**config.mk**
```make
export PLATFORM = sky130hd
export DESIGN_NAME = swing_pulse_selector
export DESIGN_NICKNAME = d
export VERILOG_FILES = /design/src/rtl/swing_pulse_pkg.sv /design/src/rtl/swing_capture.sv /design/src/rtl/swing_tracker.sv /design/src/rtl/swing_select.sv /design/src/rtl/swing_pulse_selector.sv
export SDC_FILE = /design/constraint.sdc
export NUM_CORES = 1
export LEC_CHECK = 0
export ABC_AREA = 0
export ABC_CLOCK_PERIOD_IN_PS = 900
export BUFFER_PORTS_ARGS = -buffer_cell sky130_fd_sc_hd__buf_2
export CAP_MARGIN = 20
export CORE_AREA = 2 2 39 41
export DETAILED_ROUTE_END_ITERATION = 6
export DIE_AREA = 0 0 41 43
export PLACE_DENSITY_LB_ADDON = 0.15
export SLEW_MARGIN = 10
export SYNTH_ARGS = -nofsm -noshare
export SYNTH_HDL_FRONTEND = slang
export SYNTH_SLANG_ARGS = --single-unit
export TNS_END_PERCENT = 100
```
**constraint.sdc**
```tcl
create_clock -name clk -period 0.9 [get_ports clk]
set_input_delay 0.09 -clock clk [delete_from_list [all_inputs] [get_ports clk]]
set_output_delay 0.09 -clock clk [all_outputs]
set_load 0.02 [all_outputs]
```
**src/rtl/swing_pulse_pkg.sv**
```systemverilog
package swing_pulse_pkg;

  typedef enum logic {
    TRK_IDLE = 1'b0,
    TRK_HELD = 1'b1
  } trk_state_t;

  function automatic int sel_width(input int n);
    return (n > 1) ? $clog2(n) : 1;
  endfunction

endpackage

```
**src/rtl/swing_capture.sv**
```systemverilog
module swing_capture (
  input  logic clk,
  input  logic btn_i,
  output logic cap_o
);

  // The press sets the flop without waiting for the clock. Every rising edge
  // loads the idle value, unless the button is still holding the set input.
  always_ff @(posedge clk or posedge btn_i) begin
    if (btn_i) cap_o <= 1'b1;
    else       cap_o <= 1'b0;
  end

endmodule

```
**src/rtl/swing_tracker.sv**
```systemverilog
module swing_tracker
  import swing_pulse_pkg::*;
(
  input  logic clk,
  input  logic rst,
  input  logic cap_i,
  output logic swing_o
);

  trk_state_t state_q;
  trk_state_t state_d;

  always_comb begin
    state_d = cap_i ? TRK_HELD : TRK_IDLE;
  end

  always_ff @(posedge clk) begin
    if (rst) state_q <= TRK_IDLE;
    else     state_q <= state_d;
  end

  // Mealy output: report the capture only while no press is recorded yet.
  assign swing_o = cap_i && (state_q == TRK_IDLE);

endmodule

```
**src/rtl/swing_select.sv**
```systemverilog
module swing_select #(
  parameter int N_PLAYERS = 2,
  parameter int SEL_W     = 1
) (
  input  logic [N_PLAYERS-1:0] swing_i,
  input  logic [SEL_W-1:0]     sel_i,
  input  logic                 off_i,
  output logic                 swing_o
);

  always_comb begin
    swing_o = 1'b0;
    for (int k = 0; k < N_PLAYERS; k++) begin
      if (!off_i && (int'(sel_i) == k)) swing_o = swing_i[k];
    end
  end

endmodule

```
**src/rtl/swing_pulse_selector.sv**
```systemverilog
module swing_pulse_selector
  import swing_pulse_pkg::*;
#(
  parameter int N_PLAYERS = 2,
  localparam int SEL_W    = sel_width(N_PLAYERS)
) (
  input  logic                 clk,
  input  logic                 rst,
  input  logic [N_PLAYERS-1:0] btn_i,
  input  logic [SEL_W-1:0]     sel_i,
  input  logic                 sel_off_i,
  output logic [N_PLAYERS-1:0] swing_o,
  output logic                 swing_sel_o
);

  logic [N_PLAYERS-1:0] cap;

  for (genvar p = 0; p < N_PLAYERS; p++) begin : g_player
    swing_capture u_cap (
      .clk   (clk),
      .btn_i (btn_i[p]),
      .cap_o (cap[p])
    );

    swing_tracker u_trk (
      .clk     (clk),
      .rst     (rst),
      .cap_i   (cap[p]),
      .swing_o (swing_o[p])
    );
  end

  swing_select #(
    .N_PLAYERS (N_PLAYERS),
    .SEL_W     (SEL_W)
  ) u_sel (
    .swing_i (swing_o),
    .sel_i   (sel_i),
    .off_i   (sel_off_i),
    .swing_o (swing_sel_o)
  );

endmodule

```
==> results of run 1 <==
-- power by group --
group | switching (mW) | internal, mW
clock network | 0.0740 | 0.149
registers | 0.00546 | 0.193
logic | 0.0317 | 0.0484
-- worst min-delay path by stage --
stage,end,slack (ns),cells past startpoint,start
floorplan,g_player[0].u_cap.cap_o,-0.02,1,btn_i[0]
global placement,g_player[1].u_cap.cap_o,0.08,2,btn_i[1]
detailed placement,g_player[1].u_cap.cap_o,0.09,2,btn_i[1]
CTS,g_player[0].u_trk.state_q,0.02,2,rst
global route,g_player[1].u_trk.state_q,0.03,2,rst
finish,g_player[0].u_trk.state_q,0.03,2,rst
-- through the flow --
step           setup TNS, ns  cell area [um^2]  setup slack (ns)  hold WS, ns
2_1_floorplan              0               190            0.0169      -0.0203
3_3_place_gp          -0.136               235            -0.111       0.0849
3_5_place_dp          -0.148               235            -0.123       0.0891
4_1_cts               -0.925               300            -0.347       0.0182
5_1_grt                -1.04               300            -0.388       0.0260
6_report              -0.869               300            -0.330       0.0257
-- logic make-up after synthesis --
group	count (synthesis)	share of synthesized area
buffers and inverters	4	0.127
other	1	0.0211
AND/OR/NAND/NOR	6	0.282
flip-flops	4	0.521
AO/OA/AOI/OAI	1	0.0493
-- cell usage in the layout, fill, tap and decap left out --
cell / count
dlygate4sd3_1: 2
inv_1: 2
dfstp_2: 2
dfxtp_1: 2
nor2b_4: 2
buf_2: 5
clkbuf_4: 3
conb_1: 2
buf_6: 2
buf_4: 2
a22o_4: 1
nor2_1: 1
nor2b_1: 3
-- per-layer routing --
metal / routed length, um / track usage
met1: 133 / 0.0419
met3: 37 / 0.0314
met2: 143 / 0.0594
met5: 0 / 0
met4: 0 / 0.0800
-- sequential cells by signal (all words and copies together) (netlist names) --
name,flops
g_player.u_cap.cap_o,2
g_player.u_trk.state_q,2
-- timing repair --
item / 4_1_cts / 5_1_grt
hold buffers: 2 / 0
endpoints found under the hold margin: 2 / 0
endpoints found under the setup margin: 3 / 3
buffers inserted: 1 / 0
gates resized for setup: 5 / 0
-- final cells by class --
| cell class | instances | area share |
|---|---|---|
| sequential | 4 | 0.308 |
| timing repair buffer | 11 | 0.275 |
| multi-input combinational | 9 | 0.250 |
| inverter | 2 | 0.0250 |
| clock buffer | 3 | 0.0750 |
| tap | 16 | 0.0667 |
==> impl_results.md, run 1 <==
- Initial Util: 0.128
- Crit Reg-Reg Startpoint: g_player[1].u_cap.cap_o
- Syn Area/Cell: 11.1 um^2
- Global-route wire length before repair: 496 um
- Critical path class: reg2out
- Worst path top cell family by delay: flip-flops
- Final setup viols: 3
- EDFF count, synth: 0
- Syn Inst Count: 16
- Ys Warns: 0
- Levels on crit path: 3
- DR DRC count: 0
- CP required: 0.81 ns
- # rows: 14
- Yosys reg bits: 4
- Drt first pass iters: 1
- FF+latch area: 92.6 um^2
- Setup crit end kind: output pin
- Number of global-route vias before repair: 141
- Largest net degree at the start of global routing: 3
- Longest Clk Path Bufs: 2
- Fin crit period: 1.23 ns
- CTS root buffer: clkbuf_4
- Top area cells in the synthesized netlist: dfstp_2 (30%), dfxtp_1 (23%), nor2b_4 (15%), nor2b_1 (11%), buf_4 (8.5%)
- Failing checks: setup timing
- Reg-to-Reg End: g_player[1].u_trk.state_q
- Grt total ovfl: 0
- Total Routing Usage GR: 0.0503
- Crit-path slowest cell: dfstp_2
- Wire length per cell: 6.98 um
- Final WL: 314 um
- Core Util, Final: 0.217
- Clock Latency Late Sink: 0.23 ns
- TritonCTS Buffers: 3
- Final Non-Filler Cells: 45
- Initial antenna violation count: 0
- Setup slack, reg-to-reg: 0.21 ns
- Final Max Tran Viols: 0
- CP Buf/Inv Count: 1
- Power per cell area: 1670 nW/um^2
- I/O pin cnt: 9
- Die Width: 41 um
- Die ar.: 1760 um^2
- Hold Vio Cnt, Final: 0
- Area Overhead vs Synth: 69.0%
- Vias per inst: 2.89
- Multi-input gate area: 75.1 um^2
- Die Height: 43 um
- Ant diodes: 0
- Nets@finish: 37
- Cells on worst reg2reg path: 1
- Hold crit path type: in2reg
- Worst Clk Skew: 0.0000578 ns
- Yosys top cell area share: 0.296
- IO buf count: 8
- Synth area leader: dfstp_2
- Slack of the critical path: -0.330 ns
- Fmax: 813 MHz
- Distinct cells, synth: 9
- Data arrival, critical path: 1.14 ns
- GP Congestion: 0.572
- Clock-pin slew on the worst setup and hold paths: 0.04 ns
- Post-synth top flop: dfxtp_1
- FFs w/ async S/R, synth: 0.500
- Clk sinks: 4
- Via count: 130
- Dpl cells: 39
- Max stage delay on crit path: 0.52 ns
- DRT antenna net count: 0
- Core Region: 1380 um^2
- TritonCTS clock tree: done
- Timing endpoint of the critical path: swing_sel_o
- CP startpoint: g_player[0].u_cap.cap_o
- Layout cells sized above 1: 0.586
- Leak pwr: 0.152 nW
- Maximum vdd drop: 0.000657 V
- Sequential share of the synthesized area: 0.521
- Top-count cell post-synth: nor2b_1
- Setup crit start kind: flop
- Crit Path Max Fanout: 2
- CTS HTree Levels: 1
- Crit path cell chain: nor2b_4 > a22o_4 > buf_6
- Status: finished, violations left
- # fillers: 160
- Period Utilization, post-route: 1.37
- RSZ-0062 raised after global routing: yes
- PnR Total Power: 0.501 mW
- Drt initial violations: 0
- Total of max-cap violations: 0
- Mapped cell area: 178 um^2
Note: power is estimated with default switching activity, not from simulation.
==> inputs of run 2 (changes only) <==
--- a/config.mk
+++ b/config.mk
@@ -10,8 +10,10 @@
 export BUFFER_PORTS_ARGS = -buffer_cell sky130_fd_sc_hd__buf_2
 export CAP_MARGIN = 20
 export CORE_AREA = 2 2 39 41
+export CTS_BUF_LIST = sky130_fd_sc_hd__clkbuf_4 sky130_fd_sc_hd__clkbuf_8
 export DETAILED_ROUTE_END_ITERATION = 6
 export DIE_AREA = 0 0 41 43
+export GPL_TIMING_DRIVEN = 0
 export PLACE_DENSITY_LB_ADDON = 0.15
 export SLEW_MARGIN = 10
 export SYNTH_ARGS = -nofsm -noshare
==> run 2 against run 1 <==
  * The run still ends with setup timing left
  * Design area increased by 5.0%
  * Clock power down 3%
  * Critical path depth unchanged
  * Sequential power about the same
  * Die area unchanged
  * Highest routed layer unchanged
==> impl_results.md, run 2 (same netlist as run 1, synthesis figures left out) <==
- Vias per inst: 3.07
- Critical path class: reg2out
- Largest net degree at the start of global routing: 3
- IO buf count: 8
- I/O pin cnt: 9
- Longest Clk Path Bufs: 2
- Power per cell area: 1600 nW/um^2
- Initial Util: 0.128
- Global-route wire length before repair: 524 um
- # rows: 14
- Hold crit path type: in2reg
- Setup repair bufs after CTS: 0
- Maximum vdd drop: 0.000495 V
- CTS root buffer: clkbuf_4
- Dpl cells: 41
- Setup crit start kind: flop
- Data arrival, critical path: 1.13 ns
- Slack of the critical path: -0.324 ns
- Most frequent cells in the layout: buf_2 (5), buf_6 (4), nor2b_1 (3), clkbuf_4 (3)
- Hpwl dp: 261 um
- Post-Route Setup TNS: -0.913 ns
- Core Region: 1380 um^2
- Initial antenna violation count: 0
- CTS HTree Levels: 1
- PnR Total Power: 0.503 mW
- Failing checks: setup timing
- # fillers: 161
- GP Congestion: 0.574
- Fin crit period: 1.22 ns
- Total of max-cap violations: 0
- TritonCTS Buffers: 3
- Most common cell after layout, fill and taps aside: buf_2
- Area Overhead vs Synth: 77.5%
- Worst path top cell family by delay: flip-flops
- Nets@finish: 38
- Drt first pass iters: 1
- Ant diodes: 0
- CP required: 0.81 ns
- Worst Clk Skew: 0.0000444 ns
- Clk sinks: 4
- CP Buf/Inv Count: 1
- Die Width: 41 um
- Layout cells sized above 1: 0.600
- Die Height: 43 um
- Clock Latency Late Sink: 0.23 ns
- DR DRC count: 0
- Hold WS: 0.0321 ns
- Final Non-Filler Cells: 46
- RSZ-0062 raised after global routing: yes
- Leak pwr: 0.159 nW
- Crit-path slowest cell: dfstp_2
- Max stage delay on crit path: 0.52 ns
- Drt initial violations: 0
- Hold Vio Cnt, Final: 0
- Setup crit end kind: output pin
- Fmax: 817 MHz
- Period Utilization, post-route: 1.36
- Die ar.: 1760 um^2
- TritonCTS clock tree: done
- Biggest regs: g_player.u_cap.cap_o x2, g_player.u_trk.state_q x2
- Wire length per cell: 6.48 um
- Final Max Tran Viols: 0
- DRT antenna net count: 0
- Number of global-route vias before repair: 149
- Final setup viols: 3
- Via count: 141
- Final WL: 298 um
- Crit path cell chain: nor2b_4 > a22o_4 > buf_6
- Total Routing Usage GR: 0.0523
- Grt total ovfl: 0
- Status: finished, violations left
- Crit Path Max Fanout: 2
- Clock-pin slew on the worst setup and hold paths: 0.04 ns
run 2: final timing paths:
| kind | start | endpoint | slack (ns) | depth (start not counted) |
|---|---|---|---|---|
| max | g_player[0].u_cap.cap_o | swing_sel_o | -0.32 | 3 |
| min | rst | g_player[0].u_trk.state_q | 0.03 | 2 |
| max reg2reg | g_player[0].u_cap.cap_o | g_player[0].u_trk.state_q | 0.21 | 1 |
| min reg2reg | g_player[1].u_cap.cap_o | g_player[1].u_trk.state_q | 0.52 | 1 |
| max in group asynchronous | btn_i[0] | g_player[0].u_cap.cap_o | 0.48 | 3 |
| min in group asynchronous | btn_i[1] | g_player[1].u_cap.cap_o | 0.40 | 3 |
run 2: through the flow:
stage	worst slack, ns	util	area, um^2
after global placement	-0.116	0.181	250
after detailed placement	-0.120	0.181	250
final	-0.324	0.228	315
after floorplan	0.0169	-	190
after global routing	-0.396	0.228	315
after CTS	-0.344	0.228	315
run 2: cell type report:
class | count | area [um^2] | share of cell area
Sequential cell | 4 | 92.6 | 0.294
Buffer | 2 | 18.8 | 0.0595
Timing Repair Buffer | 10 | 78.8 | 0.250
Tap cell | 16 | 20.0 | 0.0635
Multi-Input combinational cell | 9 | 75.1 | 0.238
Clock buffer | 3 | 22.5 | 0.0714
Inverter | 2 | 7.51 | 0.0238
run 2: timing repair:
item                                    4_1_cts  5_1_grt
hold buffers                                  2        0
endpoints found under the setup margin        3        3
endpoints found under the hold margin         2        0
cloned                                        0        0
resized for setup                             7        0
run 2: where the power goes:
part	internal (mW)	switching, mW
Clock	0.149	0.0679
Sequential	0.193	0.00552
Combinational	0.0553	0.0331
Total	0.397	0.106
run 2: routing by layer:
| layer | track usage | wire [um] | up-vias |
|---|---|---|---|
| met1 | 0.0421 | 101 | 61 |
| met3 | 0.0314 | 40 | 0 |
| met4 | 0.0800 | 0 | 0 |
| li1 | - | - | 73 |
| met5 | 0 | 0 | - |
| met2 | 0.0656 | 156 | 7 |
